### src/rtl/ctxr_pkg.sv
package ctxr_pkg;

  typedef enum logic [1:0] {
    SEL_IV   = 2'd0,
    SEL_TAG  = 2'd1,
    SEL_STAT = 2'd2,
    SEL_NONE = 2'd3
  } rd_sel_e;

endpackage

### src/rtl/ctxr_store.sv
module ctxr_store #(
  parameter int WORD_W  = 32,
  parameter int N_WORDS = 4
) (
  input  logic                      clk,
  input  logic                      rst_n,
  input  logic                      done_i,
  input  logic                      save_i,
  input  logic [WORD_W*N_WORDS-1:0] iv_i,
  input  logic [WORD_W*N_WORDS-1:0] tag_i,
  input  logic                      clr_i,
  output logic [WORD_W*N_WORDS-1:0] iv_q,
  output logic [WORD_W*N_WORDS-1:0] tag_q,
  output logic                      ready_q
);

  localparam int CTX_W = WORD_W * N_WORDS;

  logic             ld_en;
  logic             ready_d;
  logic [CTX_W-1:0] iv_d;
  logic [CTX_W-1:0] tag_d;

  // next state: a capture outranks the clear from a final-word read
  always_comb begin
    ld_en   = done_i & save_i;
    iv_d    = iv_i;
    tag_d   = tag_i;
    ready_d = ready_q;
    if (ld_en) begin
      ready_d = 1'b1;
    end else if (clr_i) begin
      ready_d = 1'b0;
    end
  end

  always_ff @(posedge clk or negedge rst_n) begin
    if (!rst_n) begin
      iv_q  <= '0;
      tag_q <= '0;
    end else if (ld_en) begin
      iv_q  <= iv_d;
      tag_q <= tag_d;
    end
  end

  always_ff @(posedge clk or negedge rst_n) begin
    if (!rst_n) begin
      ready_q <= 1'b0;
    end else begin
      ready_q <= ready_d;
    end
  end

endmodule

### src/rtl/ctxr_rdport.sv
module ctxr_rdport
  import ctxr_pkg::*;
#(
  parameter int WORD_W  = 32,
  parameter int N_WORDS = 4
) (
  input  logic                       clk,
  input  logic                       rst_n,
  input  logic                       rd_en_i,
  input  rd_sel_e                    rd_sel_i,
  input  logic [$clog2(N_WORDS)-1:0] rd_word_i,
  input  logic [WORD_W*N_WORDS-1:0]  iv_q,
  input  logic [WORD_W*N_WORDS-1:0]  tag_q,
  input  logic                       ready_q,
  output logic                       last_hit_o,
  output logic                       rd_valid_o,
  output logic [WORD_W-1:0]          rd_data_o
);

  localparam int IDX_W = $clog2(N_WORDS);
  localparam logic [IDX_W-1:0] LAST_IDX = IDX_W'(N_WORDS - 1);

  logic [WORD_W-1:0] iv_w  [N_WORDS];
  logic [WORD_W-1:0] tag_w [N_WORDS];
  logic [WORD_W-1:0] data_d;
  logic              data_en;

  for (genvar g = 0; g < N_WORDS; g++) begin : g_slice
    assign iv_w[g]  = iv_q[g*WORD_W +: WORD_W];
    assign tag_w[g] = tag_q[g*WORD_W +: WORD_W];
  end

  always_comb begin
    unique case (rd_sel_i)
      SEL_IV:   data_d = iv_w[rd_word_i];
      SEL_TAG:  data_d = tag_w[rd_word_i];
      SEL_STAT: data_d = {{(WORD_W-1){1'b0}}, ready_q};
      default:  data_d = '0;
    endcase
    data_en    = rd_en_i;
    last_hit_o = rd_en_i && (rd_sel_i == SEL_IV || rd_sel_i == SEL_TAG)
                 && (rd_word_i == LAST_IDX);
  end

  always_ff @(posedge clk or negedge rst_n) begin
    if (!rst_n) begin
      rd_valid_o <= 1'b0;
    end else begin
      rd_valid_o <= rd_en_i;
    end
  end

  always_ff @(posedge clk or negedge rst_n) begin
    if (!rst_n) begin
      rd_data_o <= '0;
    end else if (data_en) begin
      rd_data_o <= data_d;
    end
  end

endmodule

### src/rtl/ctxr_tagcmp.sv
module ctxr_tagcmp #(
  parameter int CTX_W = 128
) (
  input  logic                          clk,
  input  logic                          rst_n,
  input  logic                          start_i,
  input  logic [$clog2(CTX_W/8):0]      len_i,
  input  logic [CTX_W-1:0]              exp_tag_i,
  input  logic [CTX_W-1:0]              tag_q,
  output logic                          valid_o,
  output logic                          pass_o
);

  localparam int N_BYTES = CTX_W / 8;
  localparam int LEN_W   = $clog2(N_BYTES) + 1;
  localparam logic [LEN_W-1:0] MAX_LEN = LEN_W'(N_BYTES);

  logic [LEN_W-1:0]   eff_len;
  logic [N_BYTES-1:0] byte_bad;
  logic               pass_d;

  assign eff_len = (len_i > MAX_LEN) ? MAX_LEN : len_i;

  for (genvar k = 0; k < N_BYTES; k++) begin : g_byte
    assign byte_bad[k] = (LEN_W'(k) < eff_len) &&
                         (exp_tag_i[8*k +: 8] != tag_q[8*k +: 8]);
  end

  assign pass_d = ~|byte_bad;

  always_ff @(posedge clk or negedge rst_n) begin
    if (!rst_n) begin
      valid_o <= 1'b0;
    end else begin
      valid_o <= start_i;
    end
  end

  always_ff @(posedge clk or negedge rst_n) begin
    if (!rst_n) begin
      pass_o <= 1'b0;
    end else if (start_i) begin
      pass_o <= pass_d;
    end
  end

endmodule

### src/rtl/ctxr_readout.sv
module ctxr_readout
  import ctxr_pkg::*;
#(
  parameter int WORD_W  = 32,
  parameter int N_WORDS = 4
) (
  input  logic                                  clk,
  input  logic                                  rst_n,
  input  logic                                  op_done_i,
  input  logic                                  op_save_i,
  input  logic [WORD_W*N_WORDS-1:0]             op_iv_i,
  input  logic [WORD_W*N_WORDS-1:0]             op_tag_i,
  input  logic                                  start_req_i,
  output logic                                  start_grant_o,
  output logic                                  ctx_ready_o,
  input  logic                                  rd_en_i,
  input  logic [1:0]                            rd_sel_i,
  input  logic [$clog2(N_WORDS)-1:0]            rd_word_i,
  output logic                                  rd_valid_o,
  output logic [WORD_W-1:0]                     rd_data_o,
  input  logic                                  cmp_start_i,
  input  logic [$clog2(WORD_W*N_WORDS/8):0]     cmp_len_i,
  input  logic [WORD_W*N_WORDS-1:0]             cmp_tag_i,
  output logic                                  cmp_valid_o,
  output logic                                  cmp_pass_o,
  output logic                                  cmp_fail_o
);

  localparam int CTX_W = WORD_W * N_WORDS;

  logic [1:0]       rst_pipe;
  logic             rst_int_n;
  logic [CTX_W-1:0] iv_q;
  logic [CTX_W-1:0] tag_q;
  logic             ready_q;
  logic             last_hit;
  logic             cmp_pass_q;
  rd_sel_e          sel;

  // asynchronous assert, synchronous release
  always_ff @(posedge clk or negedge rst_n) begin
    if (!rst_n) begin
      rst_pipe <= 2'b00;
    end else begin
      rst_pipe <= {rst_pipe[0], 1'b1};
    end
  end
  assign rst_int_n = rst_pipe[1];

  assign sel = rd_sel_e'(rd_sel_i);

  ctxr_store #(.WORD_W(WORD_W), .N_WORDS(N_WORDS)) u_store (
    .clk     (clk),
    .rst_n   (rst_int_n),
    .done_i  (op_done_i),
    .save_i  (op_save_i),
    .iv_i    (op_iv_i),
    .tag_i   (op_tag_i),
    .clr_i   (last_hit),
    .iv_q    (iv_q),
    .tag_q   (tag_q),
    .ready_q (ready_q)
  );

  ctxr_rdport #(.WORD_W(WORD_W), .N_WORDS(N_WORDS)) u_rdport (
    .clk        (clk),
    .rst_n      (rst_int_n),
    .rd_en_i    (rd_en_i),
    .rd_sel_i   (sel),
    .rd_word_i  (rd_word_i),
    .iv_q       (iv_q),
    .tag_q      (tag_q),
    .ready_q    (ready_q),
    .last_hit_o (last_hit),
    .rd_valid_o (rd_valid_o),
    .rd_data_o  (rd_data_o)
  );

  ctxr_tagcmp #(.CTX_W(CTX_W)) u_tagcmp (
    .clk       (clk),
    .rst_n     (rst_int_n),
    .start_i   (cmp_start_i),
    .len_i     (cmp_len_i),
    .exp_tag_i (cmp_tag_i),
    .tag_q     (tag_q),
    .valid_o   (cmp_valid_o),
    .pass_o    (cmp_pass_q)
  );

  assign ctx_ready_o   = ready_q;
  assign start_grant_o = start_req_i & ~ready_q;
  assign cmp_pass_o    = cmp_valid_o & cmp_pass_q;
  assign cmp_fail_o    = cmp_valid_o & ~cmp_pass_q;

endmodule

### config.mk
export PLATFORM = sky130hd
export DESIGN_NAME = ctxr_readout
export DESIGN_NICKNAME = d
export VERILOG_FILES = /design/src/rtl/ctxr_pkg.sv /design/src/rtl/ctxr_store.sv /design/src/rtl/ctxr_rdport.sv /design/src/rtl/ctxr_tagcmp.sv /design/src/rtl/ctxr_readout.sv
export SDC_FILE = /design/constraint.sdc
export NUM_CORES = 1
export LEC_CHECK = 0
export CAP_MARGIN = 20
export CORE_MARGIN = 2
export CORE_UTILIZATION = 51
export DETAILED_ROUTE_END_ITERATION = 12
export HOLD_SLACK_MARGIN = 0.12
export PLACE_DENSITY = 0.86
export RECOVER_POWER = 50
export SYNTH_ARGS = -nofsm -noshare
export SYNTH_HDL_FRONTEND = slang
export SYNTH_SLANG_ARGS = --single-unit
export TNS_END_PERCENT = 50
### constraint.sdc
create_clock -name clk -period 17.2 [get_ports clk]
set_input_delay 1.72 -clock clk [delete_from_list [all_inputs] [get_ports clk]]
set_output_delay 1.72 -clock clk [all_outputs]
set_load 0.005 [all_outputs]
# Yosys cells after proc, flatten, opt, wreduce, memory -nomap -nowiden
# Cells that the tools add are included.
[word_totals]
regBits = 294
input_bits = 400
out_inout_bits = 38
wordCells = 85
[op_classes]
magnitude_cmp = 18
n_eq_ne = 19
n_mux = 10
n_bitwise = 7
reduce_logical = 23
[ops]
columns = ["cell", "count"]
rows = [
  ["32-bit binary-select mux with 2-bit select", 2],
  ["32-bit two-way mux", 4],
  ["8-bit inequality test", 16],
  ["32-bit one-hot mux with 3 select lines", 1],
  ["4-bit by 5-bit < comparator with 1-bit output (first input constant)", 8],
  ["3-bit by 5-bit < comparator with 1-bit output (first input constant)", 4],
  ["1-bit logical AND", 18],
  ["16-bit OR reduction", 1],
  ["1-bit by 5-bit < comparator with 1-bit output (first input constant)", 2],
  ["2-bit by 5-bit < comparator with 1-bit output (first input constant)", 2],
  ["5-bit > comparator (second input constant)", 1],
  ["5-bit two-way mux", 1],
  ["1-bit bitwise AND", 4],
  ["2-bit == test (second input constant)", 2],
  ["3-bit greater-or-equal comparator (second input constant)", 1],
  ["2-bit inverter with 3-bit output", 1],
  ["2-bit by 1-bit == test with 1-bit output (second input constant)", 1],
  ["2-bit zero test", 1],
  ["1-bit two-way mux", 2],
  ["1-bit inverter", 2],
  ["2-bit nonzero test", 1],
  ["1-bit zero test", 1],
  ["1-bit logical OR", 1],
]

# Longest topological paths before layout
# Gate-level depths: netlist of run 1.
[depth]
ltp_word = 6
ltp_mapped = 7
mapped_depth_nobuf = 6

# Cells and area by module
# A second synthesis of run 1 with hierarchy kept.
[hier_totals]
cells_unflattened = 1059
area_unflattened_um2 = 14536.4
[by_module_without_submodules]
columns = ["mod", "n_inst", "cells_per_inst", "area_per_inst_um2", "seq_area_each_um2"]
rows = [
  ["ctxr_store", 1, 544, 9631.7, 6431.2],
  ["ctxr_rdport", 1, 301, 3159.3, 825.8],
  ["ctxr_tagcmp", 1, 208, 1669.1, 50.0],
  ["ctxr_readout", 1, 6, 76.3, 50.0],
]

# Worst setup path before layout of run 1
# No wires, ideal clock.
[synth_path]
path_type = "input-to-output"
from = "input start_req_i"
to = "output start_grant_o"
arrival_ns = 1.851
t_required_ns = 15.480
setup_slack_ns = 13.629
cell_stages = 1
path_buffers = 0
path_cell_list = "nor2b_1"
[synth_between]
elab_chain_len = 1
[synth_lines]
columns = ["element", "line", "source"]
rows = [
  ["from (decl)", "ctxr_readout.sv:13", "input logic start_req_i,"],
  ["1-bit bitwise AND", "ctxr_readout.sv:91", "assign start_grant_o = start_req_i & ~ready_q;"],
  ["to (decl)", "ctxr_readout.sv:14", "output logic start_grant_o,"],
]
# No other way between the ends.

# Worst setup path in the final report of run 1
[layout_path]
from = "input op_save_i"
to = "register u_store.tag_q[116]"
[layout_between]
elab_chain_len = 1
[layout_lines]
columns = ["element", "line", "source"]
rows = [
  ["from (decl)", "ctxr_readout.sv:10", "input logic op_save_i,"],
  ["1-bit bitwise AND", "ctxr_store.sv:26", "ld_en = done_i & save_i;"],
  ["to (signal assigned)", "ctxr_store.sv:43", "tag_q <= tag_d;"],
  ["to (decl)", "ctxr_store.sv:13", "output logic [WORD_W*N_WORDS-1:0] tag_q,"],
]
# No other way between the ends.
# A chain may end at the register's enable or synchronous reset.

==> results of run 1 <==
[registers in the layout (all words and copies together) (netlist names)]
signal and cells:
u_store.ready_q 1, u_tagcmp.valid_o 1, u_rdport.rd_valid_o 1, u_store.tag_q 128
rst_pipe 2, u_rdport.rd_data_o 32, u_tagcmp.pass_o 1, u_store.iv_q 128
[per-layer routing]
layer	part of all wire (%)	global-route usage (%)	wire (um)
met2	51	51.5	22400
met3	9.1	8.61	4010
met1	36	34.4	15800
met4	4.5	15.5	2000
met5	0	0	0
[worst max-delay path, cell delays in order]
cell and delay, ns:
dlygate4sd3_1 0.54, nand2_1 0.83, clkbuf_1 2.75, buf_4 1.18, mux2_2 0.43
[worst paths after layout]
kind	end	start	slack, ns	cells past startpoint
max	u_store.tag_q[116]	op_save_i	9.98	5
min	rst_pipe[1]	rst_pipe[0]	0.36	0
max reg2reg	u_store.tag_q[27]	rst_pipe[1]	10.12	3
min reg2reg	rst_pipe[1]	rst_pipe[0]	0.36	0
max in group asynchronous	u_store.tag_q[27]	rst_pipe[1]	10.12	3
min in group asynchronous	u_store.tag_q[38]	rst_pipe[1]	0.65	0
[stage by stage]
stage	instance area, um^2	hold WS [ns]	instances	total power, mW
after floorplan	14200	0.331	978	1.09
after global placement	18900	0.312	1747	1.28
after detailed placement	18900	0.320	1747	1.30
after CTS	19900	0.324	1801	2.00
after global routing	19900	0.376	1809	2.06
final	19900	0.363	1812	1.98
[layout by cell type, fill, tap and decap left out, types with 2 or more instances in the layout]
| cell type | count |
|---|---|
| clkinv_2 | 4 |
| nor4_1 | 22 |
| xnor2_1 | 24 |
| dfrtp_1 | 294 |
| nand4_1 | 7 |
| nand2_1 | 13 |
| o21ai_0 | 3 |
| dlygate4sd3_1 | 40 |
| nor4_2 | 4 |
| mux4_2 | 63 |
| a22oi_1 | 2 |
| clkbuf_16 | 37 |
| nor2_1 | 4 |
| buf_4 | 6 |
| inv_1 | 32 |
| mux2_2 | 256 |
| nor2b_1 | 2 |
| a21oi_1 | 10 |
| nand3_1 | 2 |
| a2111oi_1 | 2 |
| diode_2 | 11 |
| xor2_1 | 104 |
| clkbuf_1 | 13 |
| o22ai_1 | 32 |
| clkinvlp_4 | 2 |
| a31oi_1 | 3 |
| clkdlybuf4s50_1 | 394 |
| clkbuf_8 | 3 |
| mux2i_1 | 31 |
[layout make-up]
cell class | instances | area (um^2)
antenna | 11 | 27.5
fill | 1875 | 7690
tap | 378 | 473
timing repair buffer | 446 | 4410
multi-input combinational | 596 | 6480
clock inverter | 7 | 65.1
sequential | 294 | 7360
inverter | 33 | 124
clock buffer | 47 | 993
[power by group]
| part | internal (mW) | total [mW] | switching (mW) |
|---|---|---|---|
| sequential | 0.793 | 0.875 | 0.0816 |
| combinational | 0.259 | 0.409 | 0.150 |
| clock | 0.416 | 0.697 | 0.281 |
| total | 1.47 | 1.98 | 0.513 |
[logic make-up (layout without fill, tap and decap cells)]
group | Yosys count | after routing
DFF | 294 | 294
buffers and inverters | 88 | 533
muxes | 351 | 351
other | 1 | 12
AOI/OAI and AO/OA | 58 | 58
xor gates and xnor gates | 128 | 128
and+or+nand+nor | 58 | 58
==> results.yml, run 1 <==
run_status:
  status: "finished with violations"
  violations: "capacitance limit, slew limit"
clock_tree:
  cts_tree: "done"
  cts_root_buffer: "clkbuf_16"
  clk_pin_slew_ns: 0.06
  cts_setup_buffers: 0
  clk-insertion-delay-late_ns: 0.51
  hold_buffers: 0
  cts_resized: 0
  cts_num_sinks: 294
  cts_buffers: 34
  cts_buffer_depth: 3
  cts.htree.levels: 2
sta:
  skew_ns: 0.0120
  fin_crit_ns: 7.22
  fmax_mhz: 138
  fin_crit_sh_pct: 42.0
  hold_violations: 0
  worst_slew_pin_slew_ns: 4.00
  worst_slack_ns: 9.98
  max_slew_margin_pct: -166
  setup_viol: 0
  maxSlewViolCount: 339
  fin_setup_tns_ns: 0
  rsz0062_at_grt: "false"
global_routing:
  antenna_found_initial: 9
  grtUsageTotal_pct: 30.0
  grt_pass1_vias: 10852
  grt_pass1_wl_um: 64100
  grt_overflow_total: 0
  grt_max_degree: 85
die:
  std_cell_rows: 61
  start_util_pct: 51.4
  core_mm2: 0.0276
  die_x_um: 171
  die_h_um: 171
  ios: 438
  dieArea_mm2: 0.0292
logic_synthesis:
  synth_edf_count: 0
  yosys-top-cells-area: "dfrtp_1 52%, mux2_2 20%, mux4_2 10%"
  yosysTopAreaCellShare_pct: 51.8
  syn_area_mm2: 0.0142
  synth-compound-area-share_pct: 2.66
  synth_area_per_cell_um2: 14.5
  async_flop_share_pct: 100
  synth_fa_ha_area_share_pct: 0
  ys_ff_latch: 294
  syn_nets: 1378
  ys_types: 36
  synthFlopType: "dfrtp_1"
  synthTopCellsByCount: "294 x dfrtp_1, 256 x mux2_2, 104 x xor2_1"
  yosys.area_share.simple_pct: 2.41
  yosysSeqAreaShare_pct: 51.8
  yosys-mux-area-fraction_pct: 32.7
  synthXorXnorAreaFrac_pct: 7.90
  syn_inst: 978
  synth_top_family_by_area: "multiplexers"
  ys_warn_count: 0
  synth.most_common_cell: "dfrtp_1"
  synth_top_area_cell: "dfrtp_1"
critical_path:
  arrival_ns: 7.60
  cp_max_fo: 84
  crit_required_ns: 17.58
  critPathKind: "in2reg"
  crit_path_start_kind: "primary input"
  crit_path_end_kind: "flop"
finish:
  drive_above_1_share_pct: 26.6
  post-route-util_pct: 72.2
  syn_to_final_growth_pct: 40.4
  num-nets-final: 1805
place:
  port_buffers: 437
  hpwl_um: 33300
  preCtsSetupSlack_ns: 12.33
  gp_congestion: 0.852
drt:
  drt_iter0_drc: 666
  num_vias: 10137
  dr.pass1.iters: 5
  postRouteAntennaNets: 0
  drcViolationCount: 0
  wl_um: 44200
  via_per_inst: 5.59
  wire_per_inst_um: 24.4
power_and_ir_drop:
  cellLeakagePower_nw: 8.18
  power_density_mw_per_mm2: 99.4
  ir_worst_vdd_v: 0.0000800
min_path:
  hold_class: "reg2reg"
job:
  drv_cap: 6
Note: power is estimated with default switching activity, not from simulation.
==> run 2, diff against run 1 <==
CORE_UTILIZATION = 47   (was 51)
PLACE_DENSITY = 0.8   (was 0.86)
clock period = 7 ns   (was 17.2 ns; I/O delays follow)
==> run 2 against run 1 <==
  * The flow still finishes with violations (capacitance limit, slew limit)
  * Combinational power rose by 150%
  * Register-to-register slack worse by 5.7 ns
  * Flip-flop and latch count did not move
  * Utilization shrank 4.8 points
  * Critical path depth is 1 higher
  * Global-route usage decreased by 0.58 points
  * Sequential power grew 150%
  * Highest routed layer unchanged
==> results.yml, run 2 (synthesis gave the netlist of run 1 again) <==
clock_tree:
  clk-insertion-delay-late_ns: 0.51
  cts_buffers: 34
  cts_root_buffer: "clkbuf_16"
  cts_setup_buffers: 0
  cts_num_sinks: 294
  cts.htree.levels: 2
  hold_buffers: 0
  cts_buffer_depth: 3
  cts_tree: "done"
  clk_pin_slew_ns: 0.06
  cts_resized: 0
critical_path:
  endpoint: "u_store.ready_q"
  slowest_delay_ns: 1.40
  r2r_cells: 1
  critPathBufInv: 3
  crit_start: "rd_en_i"
  cpLargestDelayFamily: "buffers and inverters"
  crit_path_end_kind: "flop"
  rrSetupSlack_ns: 4.46
  cp_max_fo: 35
  worstReg2RegStart: "rst_pipe[1]"
  arrival_ns: 3.92
  crit_path_start_kind: "primary input"
  critPathKind: "in2reg"
  crit_required_ns: 7.35
  slowest_stage: "clkbuf_1"
  path_cells: "dlygate4sd3_1 > clkbuf_1 > nand2b_1 > buf_4 > o21ai_0 > nand2_1"
  worstReg2RegEnd: "u_tagcmp.pass_o"
  path_depth: 6
drt:
  via_per_inst: 5.51
  wl_um: 46400
  wire_per_inst_um: 25.4
  num_vias: 10066
  dr.pass1.iters: 7
  drcViolationCount: 0
  drt_iter0_drc: 672
  postRouteAntennaNets: 0
run_status:
  violations: "capacitance limit, slew limit"
  status: "finished with violations"
finish:
  syn_to_final_growth_pct: 41.1
  drive_above_1_share_pct: 26.9
  most-common-layout-cells: "431 x clkdlybuf4s50_1, 294 x dfrtp_1, 256 x mux2_2, 104 x xor2_1, 63 x mux4_2"
  layout_commonest_cell: "clkdlybuf4s50_1"
  top_regs: "u_store.iv_q x128, u_store.tag_q x128, u_rdport.rd_data_o x32"
  n_fill_cell: 2191
  num-nets-final: 1803
  instances_no_fill: 1828
  final_area_mm2: 0.0200
place:
  place_area_mm2: 0.0189
  gp_congestion: 0.926
  preCtsSetupSlack_ns: 3.97
  hpwl_um: 34900
  port_buffers: 437
  dpl.cell_count: 1757
die:
  std_cell_rows: 63
  ios: 438
  core_mm2: 0.0297
  die_x_um: 178
  die_h_um: 178
  start_util_pct: 47.8
  dieArea_mm2: 0.0316
sta:
  fin_setup_tns_ns: 0
  setup_viol: 0
  worst_slack_ns: 3.43
  maxSlewViolCount: 80
  fin_crit_ns: 3.57
  rsz0062_at_grt: "false"
  worst_slew_pin_slew_ns: 1.96
  fin_crit_sh_pct: 50.9
  skew_ns: 0.0200
  hold_violations: 0
  fmax_mhz: 280
  max_slew_margin_pct: -30.8
global_routing:
  grtUsageTotal_pct: 29.5
  grt_max_degree: 183
  antenna_found_initial: 10
  grt_pass1_wl_um: 67200
  grt_pass1_vias: 11052
  grt_overflow_total: 0
job:
  drv_cap: 2
power_and_ir_drop:
  power_density_mw_per_mm2: 248
  ir_worst_vdd_v: 0.000191
  total_power_mw: 4.96
  cellLeakagePower_nw: 8.15
min_path:
  worst_hold_path.num_cells: 0
  hold_class: "reg2reg"
[run 2: per-layer routing]
layer,GRT usage [%],vias to the layer above,wire length (um)
li1,-,4440,-
met1,31.9,5066,15700
met2,52.7,449,24500
met3,8.08,111,3960
met4,14.9,0,2140
met5,0,-,0
[run 2: final cells by class]
class                           count  area [um^2]  area share [%]
Tap cell                          390          488            2.44
Sequential cell                   294         7360            36.7
Clock buffer                       48          965            4.82
Timing Repair Buffer              444         4440            22.2
Clock inverter                     11          139           0.693
Antenna cell                       12         30.0           0.150
Inverter                           33          124           0.618
Multi-Input combinational cell    596         6480            32.4
[run 2: how the worst min path moves through the flow]
stage / to / start
floorplan: rst_pipe[1] / rst_pipe[0]
global placement: rst_pipe[1] / rst_pipe[0]
detailed placement: rst_pipe[1] / rst_pipe[0]
CTS: rst_pipe[1] / rst_n
global route: rst_pipe[1] / rst_pipe[0]
finish: rst_pipe[1] / rst_pipe[0]
[run 2: per-stage QoR]
step                utilization [%]  hold slack (ns)
global route                   67.4            0.376
finish                         67.4            0.357
floorplan                         -            0.331
CTS                            67.3            0.349
global placement               63.6            0.335
detailed placement             63.6            0.346
[run 2: where the power goes]
group / internal (mW) / total (mW) / switching, mW / leakage (nW)
clock: 1.07 / 1.78 / 0.705 / 0.538
sequential: 1.95 / 2.18 / 0.234 / 3.49
combinational: 0.644 / 1.01 / 0.361 / 4.13
total: 3.66 / 4.96 / 1.30 / 8.15
==> run 3, diff against run 2 <==
clock period = 3.5 ns   (was 7 ns; I/O delays follow)
==> run 3 against run 2 <==
  * The flow still finishes with violations (capacitance limit, slew limit)
  * Largest cell class unchanged
  * Flip-flop and latch count unchanged
  * Via count decreased by 1.0%
  * Worst hold slack lost 0.0073 ns
  * Setup slack got worse by 2.5 ns
  * Global-route usage shrank 1.6 points
  * Sequential power up 98%
  * Cell count rose by 0.82%
  * Total power increased by 100%
  * Clock power up 110%
  * Sequential share of layout area decreased by 0.39 points
  * Clock-buffer cell count up 6
==> results.yml, run 3 (synthesis gave the netlist of run 1 again) <==
drt:
  met1_length_um: 15400
  highest_layer: "met4"
  wl_um: 43900
  routed-wl-met2_um: 22600
  dr.pass1.iters: 4
  postRouteAntennaNets: 0
  num_vias: 9961
  via_per_inst: 5.40
  wire_per_inst_um: 23.8
  route.met3.wl_um: 4280
  drt_iter0_drc: 484
  drcViolationCount: 0
critical_path:
  critPathKind: "in2reg"
  cp_max_fo: 34
  crit_path_end_kind: "flop"
  arrival_ns: 2.98
  crit_required_ns: 3.88
  crit_path_start_kind: "primary input"
power_and_ir_drop:
  power.switching_mw: 2.54
  p_sw_share_pct: 25.4
  cellLeakagePower_nw: 8.28
  comb_power_share_pct: 20.3
  power_density_mw_per_mm2: 494
  ir_worst_vdd_v: 0.000414
  p_seq_share_pct: 43.0
  power.share.clock_pct: 36.7
  internal-power_mw: 7.47
  total_power_mw: 10.0
clock_tree:
  cts_buffers: 35
  clk_pin_slew_ns: 0.06
  clk-insertion-delay-late_ns: 0.52
  cts_root_buffer: "clkbuf_16"
  cts.htree.levels: 2
  cts_tree: "done"
  cts_resized: 0
  cts_num_sinks: 294
  cts_buffer_depth: 3
sta:
  fin_crit_ns: 2.60
  hold_violations: 0
  max_slew_margin_pct: -23.3
  rsz0062_at_grt: "false"
  fmax_mhz: 385
  worst_slew_pin_slew_ns: 1.85
  maxSlewViolCount: 67
  setup_viol: 0
  skew_ns: 0.0255
  fin_setup_tns_ns: 0
  fin_crit_sh_pct: 74.3
finish:
  top_regs: "u_store.iv_q x128, u_store.tag_q x128, u_rdport.rd_data_o x32"
  syn_to_final_growth_pct: 42.7
  most-common-layout-cells: "432 x clkdlybuf4s50_1, 293 x dfrtp_1, 256 x mux2_2, 104 x xor2_1, 63 x mux4_2"
  num-nets-final: 1819
  drive_above_1_share_pct: 27.8
  instances_no_fill: 1843
  layout_commonest_cell: "clkdlybuf4s50_1"
place:
  dpl.cell_count: 1771
  gp_congestion: 0.894
  port_buffers: 437
  hpwl_um: 33500
global_routing:
  antenna_found_initial: 8
  grt_overflow_total: 0
  grtUsageTotal_pct: 27.9
  grt_max_degree: 62
  grt_pass1_wl_um: 64800
  grt_pass1_vias: 10839
run_status:
  status: "finished with violations"
  violations: "capacitance limit, slew limit"
die:
  core_mm2: 0.0297
  dieArea_mm2: 0.0316
  die_h_um: 178
  ios: 438
  die_x_um: 178
  std_cell_rows: 63
  start_util_pct: 47.8
min_path:
  hold_class: "reg2reg"
job:
  drv_cap: 2
## run 3: cell type report
| type | instances | area (um^2) |
|---|---|---|
| antenna | 9 | 22.5 |
| clock buffer | 54 | 1080 |
| clock inverter | 8 | 105 |
| fill | 2199 | 9460 |
| inverter | 33 | 124 |
| multi-input combinational | 596 | 6480 |
| sequential | 294 | 7360 |
| tap | 390 | 488 |
| timing repair buffer | 459 | 4590 |
## run 3: power groups by stage
stage | Sequential [mW] | Combinational, mW | Clock, mW
3_3_place_gp | 4.33 | 2.02 | 0
5_1_grt | 4.36 | 2.19 | 3.89
4_1_cts | 4.30 | 2.07 | 3.74
3_5_place_dp | 4.36 | 2.06 | 0
6_report | 4.31 | 2.03 | 3.67
2_1_floorplan | 4.24 | 1.11 | 0
## run 3: path summary, 6_finish.rpt
| path | startpoint | end | slack [ns] | depth (start not counted) |
|---|---|---|---|---|
| setup / recovery | op_save_i | u_store.tag_q[20] | 0.90 | 4 |
| hold / removal | rst_pipe[0] | rst_pipe[1] | 0.35 | 0 |
| setup reg to reg | rst_pipe[1] | u_rdport.rd_data_o[28] | 1.12 | 1 |
| hold reg to reg | rst_pipe[0] | rst_pipe[1] | 0.35 | 0 |
| max in group asynchronous | rst_pipe[1] | u_rdport.rd_data_o[28] | 1.12 | 1 |
| min in group asynchronous | rst_pipe[1] | u_store.iv_q[100] | 0.44 | 0 |
## run 3: per-layer routing
layer	track usage, %	up-vias
li1	-	4464
met1	31.4	4987
met2	49.3	422
met5	0	-
met4	10.9	0
met3	8.53	88
## run 3: per-stage QoR
stage	worst slack, ns	util (%)	cell area (um^2)	hold WS (ns)
after floorplan	0.571	-	14200	0.0544
after global placement	0.983	64.3	19100	0.334
after detailed placement	0.974	64.3	19100	0.339
after CTS	1.32	68.3	20300	0.353
after global routing	0.693	68.2	20300	0.356
final	0.900	68.2	20300	0.349
## run 3: critical path: stages
cell and delay, ns:
clkdlybuf4s50_1 0.40, nand2_1 1.25, buf_4 0.56, mux2_2 0.39
## run 3: timing repair
| action | 4_1_cts | 5_1_grt |
|---|---|---|
| setup buffers | 0 | 0 |
| endpoints found under the hold margin | 2 | 0 |
| hold buffers | 1 | 0 |
| setup endpoints to repair | 0 | 0 |
